<file path="src/rtl/cfg_ctx_pkg.sv">
package cfg_ctx_pkg;

  localparam int CTRL_W = 8;
  localparam int SEG_W  = 4;
  localparam int SEL_W  = 3;
  localparam int REG_W  = 3;
  localparam int NUM_CTX = 2;

  typedef enum logic [REG_W-1:0] {
    RI_CTRL  = 3'd0,
    RI_SEG   = 3'd1,
    RI_ADDR  = 3'd2,
    RI_MASK1 = 3'd3,
    RI_PSD   = 3'd4,
    RI_MASK2 = 3'd5
  } reg_idx_e;

  typedef enum logic [1:0] {
    STEP_HOLD = 2'b00,
    STEP_INC  = 2'b01,
    STEP_DEC  = 2'b10,
    STEP_RSVD = 2'b11
  } step_e;

  localparam int CB_MASK_EN  = 2;
  localparam int CB_MATCH_EN = 3;
  localparam int CB_FULL_EN  = 4;

endpackage

</file>
<file path="src/rtl/cfg_addr_step.sv">
module cfg_addr_step #(
  parameter int DEPTH = 48,
  parameter int AW    = $clog2(DEPTH)
) (
  input  logic [AW-1:0] addr_i,
  input  logic [1:0]    mode_i,
  output logic [AW-1:0] addr_o
);
  import cfg_ctx_pkg::*;

  localparam logic [AW-1:0] TOP = AW'(DEPTH - 1);
  localparam bit POW2 = (DEPTH == (1 << AW));

  logic [AW-1:0] up_v;
  logic [AW-1:0] dn_v;

  generate
    if (POW2) begin : g_pow2
      assign up_v = addr_i + AW'(1);
      assign dn_v = addr_i - AW'(1);
    end else begin : g_cmp
      assign up_v = (addr_i >= TOP) ? '0 : addr_i + AW'(1);
      assign dn_v = (addr_i == '0) ? TOP : addr_i - AW'(1);
    end
  endgenerate

  always_comb begin
    unique case (step_e'(mode_i))
      STEP_INC: addr_o = up_v;
      STEP_DEC: addr_o = dn_v;
      default:  addr_o = addr_i;
    endcase
  end

endmodule

</file>
<file path="src/rtl/cfg_ctx_set.sv">
module cfg_ctx_set #(
  parameter int DEPTH = 48,
  parameter int DW    = 32,
  parameter int AW    = $clog2(DEPTH)
) (
  input  logic                              clk,
  input  logic                              rst_n,
  input  logic                              wr_en,
  input  logic [cfg_ctx_pkg::REG_W-1:0]     wr_reg,
  input  logic [DW-1:0]                     wr_data,
  input  logic                              is_active,
  input  logic                              acc_stb,
  output logic [cfg_ctx_pkg::CTRL_W-1:0]    ctrl_q,
  output logic [2*cfg_ctx_pkg::SEG_W-1:0]   seg_q,
  output logic [AW-1:0]                     addr_q,
  output logic [DW-1:0]                     mask1_q,
  output logic [cfg_ctx_pkg::SEL_W-1:0]     src_q,
  output logic [cfg_ctx_pkg::SEL_W-1:0]     dst_q
);
  import cfg_ctx_pkg::*;

  logic [AW-1:0] addr_nxt;
  logic          addr_wr;

  assign addr_wr = wr_en && (wr_reg == RI_ADDR);

  cfg_addr_step #(.DEPTH(DEPTH), .AW(AW)) u_step (
    .addr_i (addr_q),
    .mode_i (ctrl_q[1:0]),
    .addr_o (addr_nxt)
  );

  always_ff @(posedge clk or negedge rst_n) begin
    if (!rst_n) begin
      ctrl_q  <= '0;
      seg_q   <= '0;
      addr_q  <= '0;
      mask1_q <= '0;
      src_q   <= '0;
      dst_q   <= '0;
    end else begin
      if (is_active && acc_stb) addr_q <= addr_nxt;
      if (wr_en) begin
        case (reg_idx_e'(wr_reg))
          RI_CTRL:  ctrl_q  <= wr_data[CTRL_W-1:0];
          RI_SEG:   seg_q   <= wr_data[2*SEG_W-1:0];
          RI_ADDR:  addr_q  <= wr_data[AW-1:0];
          RI_MASK1: mask1_q <= wr_data;
          RI_PSD: begin
            src_q <= wr_data[SEL_W-1:0];
            dst_q <= wr_data[2*SEL_W-1:SEL_W];
          end
          default: ;
        endcase
      end
    end
  end

  // an idle context with no write keeps every field
  p_idle_hold_r3: assert property (@(posedge clk) disable iff (!rst_n)
    (!is_active && !wr_en) |=> ($stable(addr_q) && $stable(ctrl_q) && $stable(mask1_q)
                                && $stable(seg_q) && $stable(src_q) && $stable(dst_q)));

  // increment wraps from the top address to zero
  p_inc_wrap_r6: assert property (@(posedge clk) disable iff (!rst_n)
    (is_active && acc_stb && !addr_wr && ctrl_q[1:0] == 2'b01 && addr_q == AW'(DEPTH-1))
      |=> (addr_q == '0));

  // decrement wraps from zero to the top address
  p_dec_wrap_r7: assert property (@(posedge clk) disable iff (!rst_n)
    (is_active && acc_stb && !addr_wr && ctrl_q[1:0] == 2'b10 && addr_q == '0)
      |=> (addr_q == AW'(DEPTH-1)));

  // hold modes keep the address on a strobe
  p_hold_r8: assert property (@(posedge clk) disable iff (!rst_n)
    (acc_stb && !addr_wr && ctrl_q[1] == ctrl_q[0]) |=> $stable(addr_q));

  // a direct load beats the step
  p_load_r9: assert property (@(posedge clk) disable iff (!rst_n)
    addr_wr |=> (addr_q == $past(wr_data[AW-1:0])));

endmodule

</file>
<file path="src/rtl/cfg_ctx_bank.sv">
module cfg_ctx_bank #(
  parameter int DEPTH = 48,
  parameter int DW    = 32,
  parameter int AW    = $clog2(DEPTH)
) (
  input  logic                            clk,
  input  logic                            rst_n,
  input  logic                            wr_en,
  input  logic                            wr_bank,
  input  logic [cfg_ctx_pkg::REG_W-1:0]   wr_reg,
  input  logic [DW-1:0]                   wr_data,
  input  logic                            rd_bank,
  input  logic [cfg_ctx_pkg::REG_W-1:0]   rd_reg,
  output logic [DW-1:0]                   rd_data,
  input  logic                            swap_cmd,
  input  logic                            acc_stb,
  output logic                            act_bank,
  output logic [1:0]                      act_step,
  output logic                            act_mask_en,
  output logic                            act_match_en,
  output logic                            act_full_en,
  output logic [cfg_ctx_pkg::CTRL_W-1:0]  act_ctrl,
  output logic [cfg_ctx_pkg::SEG_W-1:0]   act_seg_wr,
  output logic [cfg_ctx_pkg::SEG_W-1:0]   act_seg_rd,
  output logic [AW-1:0]                   act_addr,
  output logic [DW-1:0]                   act_mask1,
  output logic [cfg_ctx_pkg::SEL_W-1:0]   act_src,
  output logic [cfg_ctx_pkg::SEL_W-1:0]   act_dst,
  output logic [DW-1:0]                   mask2,
  output logic                            match_clr
);
  import cfg_ctx_pkg::*;

  logic [CTRL_W-1:0]  s_ctrl  [NUM_CTX];
  logic [2*SEG_W-1:0] s_seg   [NUM_CTX];
  logic [AW-1:0]      s_addr  [NUM_CTX];
  logic [DW-1:0]      s_mask1 [NUM_CTX];
  logic [SEL_W-1:0]   s_src   [NUM_CTX];
  logic [SEL_W-1:0]   s_dst   [NUM_CTX];

  logic          act_q;
  logic          clr_q;
  logic [DW-1:0] mask2_q;
  logic          banked_wr;

  assign banked_wr = wr_en && (wr_reg != RI_MASK2);

  generate
    for (genvar g = 0; g < NUM_CTX; g++) begin : g_ctx
      cfg_ctx_set #(.DEPTH(DEPTH), .DW(DW), .AW(AW)) u_set (
        .clk       (clk),
        .rst_n     (rst_n),
        .wr_en     (banked_wr && (wr_bank == 1'(g))),
        .wr_reg    (wr_reg),
        .wr_data   (wr_data),
        .is_active (act_q == 1'(g)),
        .acc_stb   (acc_stb),
        .ctrl_q    (s_ctrl[g]),
        .seg_q     (s_seg[g]),
        .addr_q    (s_addr[g]),
        .mask1_q   (s_mask1[g]),
        .src_q     (s_src[g]),
        .dst_q     (s_dst[g])
      );
    end
  endgenerate

  always_ff @(posedge clk or negedge rst_n) begin
    if (!rst_n) begin
      act_q   <= 1'b0;
      clr_q   <= 1'b0;
      mask2_q <= '0;
    end else begin
      act_q <= act_q ^ swap_cmd;
      clr_q <= swap_cmd;
      if (wr_en && wr_reg == RI_MASK2) mask2_q <= wr_data;
    end
  end

  always_comb begin
    act_ctrl   = s_ctrl[act_q];
    act_seg_wr = s_seg[act_q][SEG_W-1:0];
    act_seg_rd = s_seg[act_q][2*SEG_W-1:SEG_W];
    act_addr   = s_addr[act_q];
    act_mask1  = s_mask1[act_q];
    act_src    = s_src[act_q];
    act_dst    = s_dst[act_q];
  end

  assign act_step     = act_ctrl[1:0];
  assign act_mask_en  = act_ctrl[CB_MASK_EN];
  assign act_match_en = act_ctrl[CB_MATCH_EN];
  assign act_full_en  = act_ctrl[CB_FULL_EN];
  assign act_bank     = act_q;
  assign mask2        = mask2_q;
  assign match_clr    = clr_q;

  always_comb begin
    case (reg_idx_e'(rd_reg))
      RI_CTRL:  rd_data = DW'(s_ctrl[rd_bank]);
      RI_SEG:   rd_data = DW'(s_seg[rd_bank]);
      RI_ADDR:  rd_data = DW'(s_addr[rd_bank]);
      RI_MASK1: rd_data = s_mask1[rd_bank];
      RI_PSD:   rd_data = DW'({s_dst[rd_bank], s_src[rd_bank]});
      RI_MASK2: rd_data = mask2_q;
      default:  rd_data = '0;
    endcase
  end

  // a swap command flips the active context at that edge
  p_swap_r4: assert property (@(posedge clk) disable iff (!rst_n)
    swap_cmd |=> (act_bank != $past(act_bank)));

  p_noswap_r4: assert property (@(posedge clk) disable iff (!rst_n)
    !swap_cmd |=> $stable(act_bank));

  // match clear is a single cycle pulse following a swap
  p_clr_pulse_r5: assert property (@(posedge clk) disable iff (!rst_n)
    swap_cmd |=> match_clr);

  p_clr_quiet_r5: assert property (@(posedge clk) disable iff (!rst_n)
    !swap_cmd |=> !match_clr);

  // shared mask changes only on its own write code
  p_mask2_hold_r10: assert property (@(posedge clk) disable iff (!rst_n)
    !(wr_en && wr_reg == RI_MASK2) |=> $stable(mask2));

  // reset state
  always_comb begin
    if (!rst_n) p_reset_r1: assert (act_bank == 1'b0 && match_clr == 1'b0 && mask2 == '0);
  end

endmodule

</file>
<file path="config.mk">
export PLATFORM = sky130hd
export DESIGN_NAME = cfg_ctx_bank
export DESIGN_NICKNAME = d
export VERILOG_FILES = /design/src/rtl/cfg_ctx_pkg.sv /design/src/rtl/cfg_addr_step.sv /design/src/rtl/cfg_ctx_set.sv /design/src/rtl/cfg_ctx_bank.sv
export SDC_FILE = /design/constraint.sdc
export NUM_CORES = 1
export LEC_CHECK = 0
export BUFFER_PORTS_ARGS = -buffer_cell sky130_fd_sc_hd__clkbuf_2
export CAP_MARGIN = 40
export CORE_MARGIN = 2
export CORE_UTILIZATION = 55
export DETAILED_ROUTE_END_ITERATION = 10
export PLACE_DENSITY = 0.89
export REMOVE_ABC_BUFFERS = 1
export SLEW_MARGIN = 20
export SYNTH_ARGS = -nofsm -noshare
export SYNTH_HDL_FRONTEND = slang
export SYNTH_HIERARCHICAL = 1
export SYNTH_SLANG_ARGS = --single-unit
</file>
<file path="constraint.sdc">
create_clock -name clk -period 4.2 [get_ports clk]
set_clock_uncertainty 0.05 [all_clocks]
set_input_delay 0.63 -clock clk [delete_from_list [all_inputs] [get_ports clk]]
set_output_delay 0.63 -clock clk [all_outputs]
set_load 0.01 [all_outputs]
</file>
# Word level (Yosys, flattened, before mapping)
# Index checks and enable logic that the tools add are counted.
[totals]
in_bits = 45
word_cells = 110
regBits = 154
[classes]
n_lt_le_gt_ge = 4
eq_ne = 15
bitwise = 5
reduce_logical = 18
mux = 49
addsub = 4
[op_table]
columns = ["operator", "n"]
rows = [
  ["2-to-1 mux 32 bit", 6],
  ["case mux 32 bit (6 select lines)", 1],
  ["2-to-1 mux 6 bit", 16],
  ["2-to-1 mux 8 bit", 12],
  ["2-to-1 mux 3 bit", 12],
  ["case mux 6 bit (2 select lines)", 2],
  ["AND reduction 2 bit", 8],
  ["adder 6 x 1 -> 6 bit, second input constant", 2],
  ["equality test 3 x 2 -> 1 bit, second input constant", 4],
  ["equality test 3 bit, second input constant", 4],
  ["greater-or-equal comparator 6 bit, second input constant", 2],
  ["logical NOT 6 bit", 2],
  ["subtractor 6 x 1 -> 6 bit, second input constant", 2],
  ["equality test 3 x 1 -> 1 bit, second input constant", 2],
  ["logical AND 1 bit", 6],
  ["logical NOT 3 bit", 2],
  ["equality test 2 x 1 -> 1 bit, second input constant", 2],
  ["equality test 2 bit, second input constant", 2],
  ["greater-or-equal comparator 2 bit, second input constant", 2],
  ["inverter 1 -> 2 bit", 2],
  ["!= test 3 bit, second input constant", 1],
  ["inverter 1 bit", 2],
  ["bitwise XOR 1 bit", 1],
]

# Logic depth before layout (Yosys ltp)
# Gate-level depths: netlist of the first run.
[depth]
depth_word = 6
depth_mapped = 8
depth_no_buf = 8

# Modules after synthesis
# Netlist of the first run, hierarchy kept.
[by_module_without_submodules]
columns = ["mod", "seq_area_each_um2", "cells_per_inst", "area_per_inst_um2", "n_inst"]
rows = [
  ["cfg_ctx_set", 1501.4, 143, 2341.0, 2],
  ["cfg_ctx_bank", 850.8, 308, 3189.3, 1],
  ["cfg_addr_step", 0.0, 61, 414.1, 2],
]

# Worst setup path before layout of the first run
# No wires, ideal clock.
[synth_timing]
path_kind = "in2out"
from = "in rd_bank"
to = "out rd_data[2]"
n_path_buf = 2
arrival_ns = 1.607
required_ns = 3.520
path_stages = 5
slack_ns = 1.913
cell_sequence = "buf_2 > buf_6 > mux2i_1 > o22ai_1 > a2111o_1"
[synth_between]
elab_chain_cells = 5
[synth_rtl]
columns = ["element", "line", "rtl"]
rows = [
  ["start, declared", "cfg_ctx_bank.sv:12", "input logic rd_bank,"],
  ["inverter 1 -> 2 bit (not written as such) (*)", "n/a", ""],
  ["2-to-1 mux 3 bit (not written as such), or another cell as far along (3 in series)", "cfg_ctx_bank.sv:104", "RI_PSD: rd_data = DW'({s_dst[rd_bank], s_src[rd_bank]});"],
  ["case mux 32 bit (6 select lines) (*)", "cfg_ctx_bank.sv:99", "case (reg_idx_e'(rd_reg))"],
  ["end, declared", "cfg_ctx_bank.sv:14", "output logic [DW-1:0] rd_data,"],
]
# Every way passes the cells marked *; elsewhere a longest branch is shown, timed or not. The select of a mux whose other input is x is not followed.

# Worst setup path in the final report of the first run
[layout_timing]
from = "in rd_bank"
to = "out rd_data[6]"
[layout_between]
elab_chain_cells = 5
[layout_rtl]
columns = ["element", "line", "rtl"]
rows = [
  ["inverter 1 -> 2 bit (not written as such) (*)", "cfg_ctx_bank.sv:100, cfg_ctx_bank.sv:101, cfg_ctx_bank.sv:103", ""],
  ["2-to-1 mux 32 bit (not written as such), or another cell as far along (3 in series)", "cfg_ctx_bank.sv:103", "RI_MASK1: rd_data = s_mask1[rd_bank];"],
  ["case mux 32 bit (6 select lines) (*)", "cfg_ctx_bank.sv:99", ""],
]
# Marks and branches as above.

==> results of run 1 <==
-- worst min path at each step --
stage | startpoint | end | slack, ps | cells after the start
after floorplan | rst_n | act_bank | 280 | 0
after global placement | mask2[31] | mask2[31] | 450 | 1
after detailed placement | mask2[25] | mask2[25] | 460 | 1
after CTS | rst_n | mask2[21] | 250 | 1
after global routing | rst_n | g_ctx[0].u_set/mask1_q[31] | 6 | 1
final | rst_n | g_ctx[0].u_set/mask1_q[31] | 5 | 1
-- cell type report --
class	count	area [µm²]
tap	211	264
clock inverter	15	188
clock buffer	17	425
multi-input combinational	500	4470
timing repair buffer	188	1040
fill	1128	5020
inverter	13	48.8
sequential	154	3850
-- power by group through the flow --
stage	clock network, W	registers, W	logic, W
after global routing	0.00168	0.00239	0.00247
after global placement	0	0.00231	0.00221
final	0.00159	0.00233	0.00227
after floorplan	0	0.00228	0.00138
after CTS	0.00161	0.00232	0.00227
after detailed placement	0	0.00233	0.00225
-- routing by layer --
metal	wire length, µm	vias to the layer above	part of all wire, %	track usage, %
met3	1680	31	7.6	7.42
met2	10700	268	49	43.8
met1	9290	3230	42	35.5
li1	-	2962	-	-
met4	344	0	1.6	7.15
met5	0	-	0	0
-- metrics by stage --
step | worst slack (ps) | total power, W
final | 1170 | 0.00620
after detailed placement | 1210 | 0.00459
after global placement | 1310 | 0.00452
after global routing | 1090 | 0.00654
after CTS | 1170 | 0.00620
after floorplan | 1350 | 0.00366
-- cell usage after synthesis, types with 3 or more instances --
library cell	instances	share of area [%]
dfrtp_1	154	44
mux2_2	108	14
mux2_1	92	12
mux2i_1	72	8.3
nand2_1	45	1.9
o21ai_1	26	1.5
o21ai_0	20	1.2
buf_4	16	1.4
buf_2	15	0.86
o22ai_1	14	1.0
nor2_1	13	0.56
inv_1	12	0.52
nand3_1	12	0.69
a21oi_1	10	0.58
clkbuf_1	10	0.43
buf_6	8	1.0
ha_1	8	1.2
a2111o_1	6	0.78
a31oi_1	6	0.43
nor2b_1	6	0.43
a211oi_1	4	0.35
a31o_1	4	0.40
nand3b_1	4	0.35
nor3_4	4	0.75
or3b_1	3	0.30
-- flip-flops by register name, summed over array words and instances (netlist names) --
register	cells
g_ctx.u_set/seg_q	16
act_bank	1
mask2	32
g_ctx.u_set/addr_q	12
g_ctx.u_set/src_q	6
g_ctx.u_set/ctrl_q	16
g_ctx.u_set/mask1_q	64
g_ctx.u_set/dst_q	6
match_clr	1
-- cells by family after synthesis --
kind of cell / Yosys count / share of synthesized area (%)
multiplexers: 272 / 34.2
flip-flops: 154 / 44.3
AO/OA/AOI/OAI: 110 / 8.31
AND/OR/NAND/NOR: 107 / 7.49
buffers and inverters: 62 / 4.27
adder cells (fa/ha/maj): 8 / 1.15
XOR/XNOR: 3 / 0.302
==> results.json, run 1 <==
{
  "tns_ps": 0,
  "vias": 6491,
  "finalWirelength_um": 22000,
  "worstPathRequired_ps": 3520,
  "critical_path.max_fanout": 42,
  "die_h_um": 130,
  "vias_per_cell": 5.91,
  "p_seq_share_pct": 37.6,
  "combPwrFrac_pct": 36.6,
  "crit_top_cell": "buf_4",
  "whs_ps": 5.41,
  "rsz0062_at_grt": "no",
  "setup_viol": 0,
  "seq_area_frac_synth_pct": 44.3,
  "p_sw_share_pct": 37.0,
  "worst_path_dominant_cell_family": "buffers and inverters",
  "cp-endpoint": "rd_data[6]",
  "die_area_um2": 16800,
  "nNetsFinal": 927,
  "grt_first_pass_wirelength_um": 34500,
  "finalInstanceArea_um2": 10300,
  "synth_seq_cells": 154,
  "path_depth": 6,
  "place_area_um2": 9640,
  "avgSynthCellArea_um2": 12.2,
  "antenna_found_initial": 0,
  "grt_use_total_pct": 26.8,
  "cts-buffers-inserted": 17,
  "cts_resized": 0,
  "clk_pin_slew_ps": 60,
  "cp_slowest_cell": "buf_4",
  "die_x_um": 130,
  "synthArstFlopShare_pct": 100,
  "relSlewSlack_pct": 43.1,
  "drtIter0Drc": 362,
  "ctsHtreeMaxLevel": 4,
  "max_freq_mhz": 330,
  "power_density_nw_per_um2": 602,
  "drv_cap": 0,
  "cts_tree": "yes",
  "postSynthCellCount": 716,
  "r2r_end": "g_ctx[0].u_set/addr_q[2]",
  "path_class": "in -> out",
  "hold_viol_final": 0,
  "drv_slew": 0,
  "ant_nets": 0,
  "portBuffers": 175,
  "arrival_ps": 2350,
  "p_sw_w": 0.00229,
  "area_delta_synth_final_pct": 18.3,
  "worst-path-buf-inv": 3,
  "ys.flop_type": "dfrtp_1",
  "grt_pass1_vias": 6296,
  "r2r_start": "act_bank",
  "internal-power_w": 0.00391,
  "wl_per_cell_um": 20.1,
  "ir_drop_uv": 354,
  "gp_congestion": 0.983,
  "clockPowerShare_pct": 25.7,
  "ioPinCount": 176,
  "final.min_clock_period_ps": 3030,
  "rr_worst_depth": 5,
  "synth-edff-count": 0,
  "core_area_um2": 15300,
  "postCtsSetupRepairBufs": 0,
  "overflow": 0,
  "start_util_pct": 56.8,
  "final_cell_mix": "173 x clkbuf_2, 153 x dfrtp_1, 108 x mux2_2, 92 x mux2_1, 72 x mux2i_1",
  "drc_errors": 0,
  "tightest_slew_ps": 851,
  "post-dp-hpwl_um": 14800,
  "synth_area_um2": 8700,
  "dp.cells": 1064,
  "instances_no_fill": 1098,
  "yosys_warnings": 6,
  "critPathMaxStageDelay_ps": 560,
  "outcome": "complete, no violations",
  "ctsHoldBuffers": 0,
  "hp-class": "in -> async",
  "layout.cells.most_common": "clkbuf_2",
  "grt_max_degree": 91,
  "finalCoreUtilization_pct": 67.2,
  "clk_path_buf_depth": 2,
  "min_period_over_period_pct": 72.1,
  "root_buffer": "clkbuf_16",
  "diodes": 0,
  "crit_path_end_kind": "output pin",
  "rrSetupSlack_ps": 2140,
  "clock_latency_ps": 420,
  "startpoint_type": "input pin",
  "leakagePower_nw": 4.92,
  "layout-drive-gt1-share_pct": 39.5,
  "clock-sinks": 154,
  "crit_chain": "buf_4 -> buf_4 -> mux2i_1 -> a2bb2oi_1 -> o221ai_1 -> clkbuf_2",
  "synth_cell_types": 50,
  "dr.pass1.iters": 5,
  "startpoint": "rd_bank",
  "rows": 45
}
Power figures use the tool's default switching activity.
==> run 2: changes to the inputs <==
ABC_AREA = 1   (was unset)
CORE_UTILIZATION = 51   (was 55)
PLACE_DENSITY = 0.87   (was 0.89)
clock period = 2.6 ns   (was 4.2 ns; I/O delays follow)
==> results.json, run 2 <==
{
  "outcome": "complete, no violations",
  "globalRouteMet1Util_pct": 36.6,
  "synth_top_area_share_pct": 42.6,
  "dp_slack_ps": 342,
  "synth_cell_types": 34,
  "die_h_um": 137,
  "internal-power_w": 0.00602,
  "clock_latency_ps": 420,
  "worstHoldStart": "swap_cmd",
  "die_x_um": 137,
  "hp-class": "in -> reg",
  "postSynthCellCount": 1311,
  "gp_congestion": 0.950,
  "synth_area_leaders": "dfrtp_1 43%, nand2_1 20%, o21ai_1 6.6%",
  "r2r_start": "g_ctx[1].u_set/addr_q[0]",
  "cts-buffers-inserted": 17,
  "drtIter0Drc": 737,
  "vias": 9076,
  "drv_slew": 0,
  "finalInstanceArea_um2": 10700,
  "top_usage_layer": "met2",
  "die_area_um2": 18800,
  "worstPathRequired_ps": 2160,
  "dr.pass1.iters": 6,
  "grt_first_pass_wirelength_um": 41700,
  "ys.flop_type": "dfrtp_1",
  "core_area_um2": 17300,
  "grt_max_degree": 66,
  "rsz0062_at_grt": "no",
  "path_class": "reg -> out",
  "p_seq_share_pct": 36.0,
  "synth_top_cell_by_area": "dfrtp_1",
  "area_delta_synth_final_pct": 18.2,
  "antenna_found_initial": 0,
  "synth_area_um2": 9050,
  "arrival_ps": 1880,
  "met2_usage_pct": 46.3,
  "cts_tree": "yes",
  "drv_cap": 0,
  "synth-edff-count": 0,
  "whs_ps": 44.0,
  "min_period_over_period_pct": 89.2,
  "rows": 48,
  "clk_path_buf_depth": 2,
  "wl_per_cell_um": 15.3,
  "place_area_um2": 10000,
  "start_util_pct": 52.3,
  "relSlewSlack_pct": 49.8,
  "combPwrFrac_pct": 36.8,
  "nNetsFinal": 1509,
  "startpoint": "act_bank",
  "p_sw_share_pct": 39.8,
  "ioPinCount": 176,
  "root_buffer": "clkbuf_16",
  "postCtsSetupRepairBufs": 0,
  "largest_reg_flops": 64,
  "yosys_warnings": 6,
  "max_freq_mhz": 431,
  "ir_drop_uv": 592,
  "leakagePower_nw": 5.84,
  "tightest_slew_ps": 754,
  "post-dp-hpwl_um": 17800,
  "seq_area_frac_synth_pct": 42.6,
  "grt_use_total_pct": 28.4,
  "vias_per_cell": 5.36,
  "ant_nets": 0,
  "diodes": 0,
  "synthArstFlopShare_pct": 100,
  "grt_pass1_vias": 8470,
  "p_sw_w": 0.00398,
  "clockPowerShare_pct": 27.2,
  "final_cell_mix": "478 x nand2_1, 173 x clkbuf_2, 157 x inv_1, 153 x dfrtp_1, 120 x o21ai_1",
  "timing.final.ws_setup_ps": 280,
  "yosysMostFrequentCell": "nand2_1",
  "drc_errors": 0,
  "startpoint_type": "flip-flop",
  "setup_viol": 0,
  "hold_viol_final": 0,
  "finalWirelength_um": 26000,
  "avgSynthCellArea_um2": 6.90,
  "final.min_clock_period_ps": 2320,
  "ctsHoldBuffers": 1,
  "fillCellCount": 1495,
  "met3_usage_pct": 6.22,
  "portBuffers": 175,
  "clk_pin_slew_ps": 60,
  "synth_seq_cells": 154,
  "overflow": 0,
  "crit_path_end_kind": "output pin",
  "top_register": "g_ctx.u_set/mask1_q",
  "critical_path.max_fanout": 21,
  "cts_resized": 0,
  "layout.cells.most_common": "nand2_1",
  "synth_common_cells": "478 x nand2_1, 157 x inv_1, 154 x dfrtp_1",
  "layout-drive-gt1-share_pct": 18.6,
  "ctsHtreeMaxLevel": 4,
  "power_density_nw_per_um2": 935,
  "clock-sinks": 154
}
run 2: cell types whose count changed after synthesis, moves of 72 or more:
| cell | change |
|---|---|
| nand2_1 | +433 |
| inv_1 | +145 |
| mux2_2 | -108 |
| o21ai_1 | +94 |
| mux2_1 | -92 |
| nor2_1 | +81 |
| o21ai_0 | +74 |
| mux2i_1 | -72 |
run 2: per-layer routing:
| metal | routed length [µm] | part of all wire [%] |
|---|---|---|
| met4 | 832 | 3.2 |
| met5 | 0 | 0 |
| met3 | 2100 | 8.1 |
| met2 | 12300 | 47 |
| met1 | 10800 | 42 |
run 2: worst paths after layout:
| check | to | slack (ps) | cells after the start |
|---|---|---|---|
| worst max-delay path | act_src[1] | 280 | 5 |
| worst min-delay path | match_clr | 40 | 1 |
| worst max register to register | g_ctx[1].u_set/addr_q[3] | 640 | 12 |
| worst min register to register | g_ctx[0].u_set/mask1_q[15] | 440 | 2 |
| max in group asynchronous | g_ctx[0].u_set/mask1_q[10] | 1330 | 3 |
| min in group asynchronous | mask2[18] | 440 | 2 |
run 2: logic make-up (layout without fill, tap and decap cells):
| logic type | count (synthesis) | after routing | synth area share [%] |
|---|---|---|---|
| simple gates | 661 | 661 | 30.2 |
| buf+inv | 231 | 389 | 11.0 |
| compound gates | 256 | 256 | 15.0 |
| fa+ha+maj | 8 | 8 | 1.11 |
| xor+xnor | 1 | 1 | 0.0968 |
| flops | 154 | 154 | 42.6 |
run 2: power groups by stage:
stage | combinational, W | sequential, W | clock, W
after global routing | 0.00416 | 0.00367 | 0.00282
final | 0.00368 | 0.00360 | 0.00272
after global placement | 0.00355 | 0.00357 | 0
after floorplan | 0.00219 | 0.00358 | 0
after detailed placement | 0.00366 | 0.00359 | 0
after CTS | 0.00369 | 0.00357 | 0.00274
run 2: worst max-delay path, stage by stage, from the launching register on:
cell and delay [ps]:
dfrtp_4 540, inv_1 280, buf_4 320, nand2_1 90, nand2_1 90, clkbuf_2 130
run 2: metrics by stage:
stage	utilization (%)	setup TNS [ps]	power (W)	std cells
final	61.8	0	0.0100	1694
after global routing	61.8	0	0.0107	1694
after CTS	61.8	0	0.00999	1694
after detailed placement	58.0	0	0.00725	1661
after global placement	58.0	0	0.00712	1661
after floorplan	-	-29150	0.00577	1246
run 2: area by class of cell:
cell class                      instances  area (µm²)  share of cell area [%]
Sequential cell                       154        3860                    36.1
Multi-Input combinational cell        926        4220                    39.4
Clock inverter                          9         160                    1.50
Timing Repair Buffer                  191        1070                    9.98
Inverter                              166         623                    5.83
Clock buffer                           23         488                    4.56
Tap cell                              225         282                    2.63
